==> src/rtl/tx_payload_in_pkg.sv <==
package tx_payload_in_pkg;
  // Strobes from the slot control to the datapath
  typedef struct packed {
    logic bitTick;  // a bit period starts: take a bit now
    logic midTick;  // middle of the bit period
    logic ohSlot;   // the slot taken at this bitTick is overhead
    logic preOh;    // the slot after this one is overhead
  } txStrobe_t;
endpackage

==> src/rtl/tx_payload_in_ctrl.sv <==
module tx_payload_in_ctrl
  import tx_payload_in_pkg::*;
#(
  parameter int FRAME_BITS = 85
) (
  input  logic      clk,
  input  logic      rst,
  input  logic      bitEn,
  input  logic      midEn,
  output txStrobe_t strobe
);
  localparam int SLOT_W = (FRAME_BITS > 1) ? $clog2(FRAME_BITS) : 1;
  localparam logic [SLOT_W-1:0] LAST_SLOT = SLOT_W'(FRAME_BITS - 1);

  logic [SLOT_W-1:0] slot;
  logic lastSlot;

  assign lastSlot = (slot == LAST_SLOT);

  // slot = index of the slot taken at the next bitEn
  always_ff @(posedge clk) begin
    if (rst) begin
      slot <= '0;
    end else if (bitEn) begin
      slot <= lastSlot ? '0 : slot + 1'b1;
    end
  end

  always_comb begin
    strobe.bitTick = bitEn;
    strobe.midTick = midEn & ~bitEn;
    strobe.ohSlot  = (slot == '0);
    strobe.preOh   = lastSlot;
  end
endmodule

==> src/rtl/tx_payload_in_data.sv <==
module tx_payload_in_data
  import tx_payload_in_pkg::*;
#(
  parameter logic OH_FILL = 1'b1
) (
  input  logic      clk,
  input  logic      rst,
  input  txStrobe_t strobe,
  input  logic      clkMode,
  input  logic      ohFromSer,
  input  logic      ohUseInt,
  input  logic      serIn,
  input  logic      ohIn,
  output logic      txOut,
  output logic      txOutOh,
  output logic      txTiming
);
  logic ohBit;
  logic nextBit;
  logic nextTiming;

  always_comb begin
    if (ohFromSer)     ohBit = serIn;
    else if (ohUseInt) ohBit = OH_FILL;
    else               ohBit = ohIn;
    nextBit = strobe.ohSlot ? ohBit : serIn;
    // strobe mode: high before overhead; clock mode: high before payload
    nextTiming = clkMode ? ~strobe.preOh : strobe.preOh;
  end

  always_ff @(posedge clk) begin
    if (rst) begin
      txOut    <= 1'b0;
      txOutOh  <= 1'b0;
      txTiming <= 1'b0;
    end else if (strobe.bitTick) begin
      txOut    <= nextBit;
      txOutOh  <= strobe.ohSlot;
      txTiming <= nextTiming;
    end else if (strobe.midTick && clkMode) begin
      txTiming <= 1'b0;  // falling edge: terminal launches next bit
    end
  end
endmodule

==> src/rtl/tx_payload_in.sv <==
module tx_payload_in
  import tx_payload_in_pkg::*;
#(
  parameter int   FRAME_BITS = 85,
  parameter logic OH_FILL    = 1'b1
) (
  input  logic clk,
  input  logic rst,
  input  logic bitEn,
  input  logic midEn,
  input  logic clkMode,
  input  logic ohFromSer,
  input  logic ohUseInt,
  input  logic serIn,
  input  logic ohIn,
  output logic txOut,
  output logic txOutOh,
  output logic txTiming
);
  txStrobe_t strobe;

  tx_payload_in_ctrl #(.FRAME_BITS(FRAME_BITS)) ctrlI (
    .clk    (clk),
    .rst    (rst),
    .bitEn  (bitEn),
    .midEn  (midEn),
    .strobe (strobe)
  );

  tx_payload_in_data #(.OH_FILL(OH_FILL)) dataI (
    .clk       (clk),
    .rst       (rst),
    .strobe    (strobe),
    .clkMode   (clkMode),
    .ohFromSer (ohFromSer),
    .ohUseInt  (ohUseInt),
    .serIn     (serIn),
    .ohIn      (ohIn),
    .txOut     (txOut),
    .txOutOh   (txOutOh),
    .txTiming  (txTiming)
  );
endmodule

==> config.mk <==
export PLATFORM = sky130hd
export DESIGN_NAME = tx_payload_in
export DESIGN_NICKNAME = d
export VERILOG_FILES = /design/src/rtl/tx_payload_in_pkg.sv /design/src/rtl/tx_payload_in_ctrl.sv /design/src/rtl/tx_payload_in_data.sv /design/src/rtl/tx_payload_in.sv
export SDC_FILE = /design/constraint.sdc
export NUM_CORES = 1
export LEC_CHECK = 0
export CAP_MARGIN = 20
export CORE_AREA = 2 2 39 41
export DETAILED_ROUTE_END_ITERATION = 10
export DIE_AREA = 0 0 41 43
export SYNTH_ARGS = -nofsm -noshare
export SYNTH_HDL_FRONTEND = slang
export SYNTH_SLANG_ARGS = --single-unit
==> constraint.sdc <==
create_clock -name clk -period 1.8 [get_ports clk]
set_clock_uncertainty 0.15 [all_clocks]
set_input_delay 0.27 -clock clk [delete_from_list [all_inputs] [get_ports clk]]
set_output_delay 0.27 -clock clk [all_outputs]
set_load 0.1 [all_outputs]
==> results of run 1 <==
==> power by group through the flow <==
stage | Sequential, uW | Combinational [uW] | Clock, uW
final | 244 | 138 | 204
after global routing | 245 | 147 | 228
after CTS | 243 | 139 | 216
after detailed placement | 248 | 138 | 0
after global placement | 248 | 137 | 0
after floorplan | 284 | 42.0 | 0
==> critical path, cell delays in order (launching register included) <==
cell	delay, ns
dfxtp_1	0.35
inv_1	0.07
ha_1	0.15
or3b_4	0.40
o211a_1	0.24
nor4_1	0.23
==> layout make-up <==
class	instances	area [sq um]	share of cell area [%]
inverter	3	11.3	1.56
tap	16	20.0	2.77
sequential	10	200	27.7
multi-input combinational	42	270	37.4
clock buffer	4	36.3	5.02
timing repair buffer	17	185	25.6
==> cell families after synthesis <==
logic type	share of synthesized area, %
flip-flops	41.1
AND/OR/NAND/NOR	28.5
multiplexers	2.06
adder cells (fa/ha/maj)	5.14
AO/OA/AOI/OAI	12.6
XOR/XNOR	7.20
buffers and inverters	3.34
==> metrics by stage <==
stage | setup slack [ns] | hold slack, ns | utilization, % | std cells | power, uW
6_report | 0.123 | 0.360 | 52.3 | 92 | 586
3_3_place_gp | 0.109 | 0.345 | 49.6 | 88 | 385
5_1_grt | 0.0519 | 0.413 | 52.3 | 92 | 620
2_1_floorplan | 0.236 | 0.189 | - | 56 | 326
4_1_cts | 0.125 | 0.365 | 52.3 | 92 | 598
3_5_place_dp | 0.0542 | 0.354 | 49.6 | 88 | 387
==> cell usage after synthesis <==
| master | count | area, sq um |
|---|---|---|
| dfxtp_1 | 10 | 200 |
| a21oi_1 | 5 | 25.0 |
| nor2_1 | 5 | 18.8 |
| nand2_1 | 4 | 15.0 |
| inv_1 | 3 | 11.3 |
| nand2b_1 | 3 | 18.8 |
| nand4_1 | 3 | 18.8 |
| xor2_1 | 3 | 26.3 |
| ha_1 | 2 | 25.0 |
| nor3_1 | 2 | 10.0 |
| nor4_1 | 2 | 12.5 |
| o21ai_0 | 2 | 10.0 |
| or3_1 | 2 | 12.5 |
| buf_2 | 1 | 5.00 |
| mux2i_1 | 1 | 10.0 |
| nand3_1 | 1 | 5.00 |
| nor3b_1 | 1 | 7.51 |
| nor4b_1 | 1 | 8.76 |
| o211a_1 | 1 | 10.0 |
| o21bai_1 | 1 | 7.51 |
| o32ai_1 | 1 | 8.76 |
| or3b_4 | 1 | 11.3 |
| xnor2_1 | 1 | 8.76 |
==> flip-flops by register name (all words and copies together), names as in the netlist <==
register / count
dataI.txOut: 1
dataI.txTiming: 1
dataI.txOutOh: 1
ctrlI.slot: 7
==> how the worst max path moves through the flow <==
stage	end	start	slack [ns]
2_1_floorplan	dataI.txTiming$_SDFFE_PP0P_	ctrlI.slot[0]$_SDFFE_PP0P_	0.24
3_3_place_gp	dataI.txTiming$_SDFFE_PP0P_	bitEn	0.11
3_5_place_dp	dataI.txTiming$_SDFFE_PP0P_	bitEn	0.05
4_1_cts	dataI.txTiming$_SDFFE_PP0P_	ctrlI.slot[0]$_SDFFE_PP0P_	0.12
5_1_grt	dataI.txTiming$_SDFFE_PP0P_	ctrlI.slot[1]$_SDFFE_PP0P_	0.05
6_report	dataI.txTiming$_SDFFE_PP0P_	ctrlI.slot[0]$_SDFFE_PP0P_	0.12
==> routing by layer <==
layer / vias up / GRT usage (%)
met1: 215 / 20.5
met5: - / 0
met4: 0 / 14.0
met2: 6 / 21.9
li1: 241 / -
met3: 4 / 3.14
==> flow_summary.yaml, run 1 <==
grt:
  track_usage_pct: 16.1
  grt_pass1_wl_mm: 1.84
  grt_pass1_vias: 436
  grt_max_degree: 7
  gr-total-overflow: 0
  antenna_found_initial: 0
synthesis:
  syn_area_sq_um: 487
  syn_area_per_cell_sq_um: 8.69
  syn_nets: 67
  syn_inst: 56
  ys_seq_area_share_pct: 41.1
  yosysUniqueCellTypes: 23
  ys_warn_count: 0
  synth-seq-cells: 10
drt:
  vias_per_cell: 5.07
  wl_met1_um: 558
  top_layer_used: "met4"
  wl_per_cell_um: 12.2
  num_vias: 466
  drt_iter0_markers: 8
  drc: 0
  dr_wl_met2_um: 491
  drtAntennaViolNets: 0
  first_pass_iters: 2
  totalWireLength_mm: 1.12
  wl_met3_um: 26
worst_setup_path:
  reg2reg_from: "ctrlI.slot[0]$_SDFFE_PP0P_"
  worstPathArrival_ns: 1.71
  r2r_cells: 5
  setup.worst_path.end_class: "register"
  worst-path-max-fanout: 4
  crit_path_start_kind: "register"
  path_class: "reg -> reg"
  r2r_slack_ns: 0.12
  rr_endpoint: "dataI.txTiming$_SDFFE_PP0P_"
  critPathRequiredTime_ns: 1.83
clock_tree:
  cts_htree_levels: 1
  post_cts_buffers: 0
  cts_resized: 0
  cts_tree: "built"
  cts_inserted_buffers: 3
  root_buffer: "clkbuf_4"
  clockBufferDepth: 2
  path_clk_slew_ns: 0.07
  hold_buffers: 0
  clock_latency_ns: 0.27
  cts.sinks: 10
sta:
  slew_headroom_pct: 76.4
  fin_setup_tns_ns: 0
  fmax_mhz: 596
  worst_slew_pin_slew_ns: 0.351
  hold_violations: 0
  finalSetupViolations: 0
  slew_viol_final: 0
  fin_crit_sh_pct: 93.2
  rsz0062_at_grt: "false"
  layout_min_cycle_time_ns: 1.68
finish:
  n_antenna_cell: 0
  area_growth_pct: 48.6
  final_area_sq_um: 723
  fillers: 148
  drive_above_1_share_pct: 18.4
  final_cell_mix: "dfxtp_1, clkdlybuf4s50_1, buf_4"
  final_common_cell: "dfxtp_1"
  fin_nets: 88
place:
  place_congestion: 0.710
  dp_hpwl_um: 847
  io_buffers: 11
  postPlaceCellArea_sq_um: 687
run:
  drv_cap: 0
floorplanning:
  core_area_sq_mm: 0.00138
  dieWidth_um: 41
  ios: 12
  die_h_um: 43
  die_area_sq_mm: 0.00176
  row_count: 14
  start_util_pct: 35.2
hold_path:
  hold_start: "dataI.txOutOh$_SDFFE_PP0P_"
  hold_path_depth: 2
  hold_path.class: "reg -> reg"
  hold_end: "dataI.txOutOh$_SDFFE_PP0P_"
power_and_ir_drop:
  p_sw_share_pct: 28.3
  p_switching_uw: 166
  p_comb_share_pct: 23.5
  p_seq_share_pct: 41.6
  clockPowerShare_pct: 34.9
  leakage_uw: 0.000287
  p_int_uw: 420
  irDropWorstVdd_uv: 416
  powerDensity_mw_per_mm2: 810
run_status:
  status: "finished, final reports clean"
Power figures use the tool's default switching activity.
==> run 2: changes to the inputs <==
SLEW_MARGIN = 20   (was unset)
==> results of run 2 <==
Same layout as run 1: the final DEF is identical, and so are final timing and power.
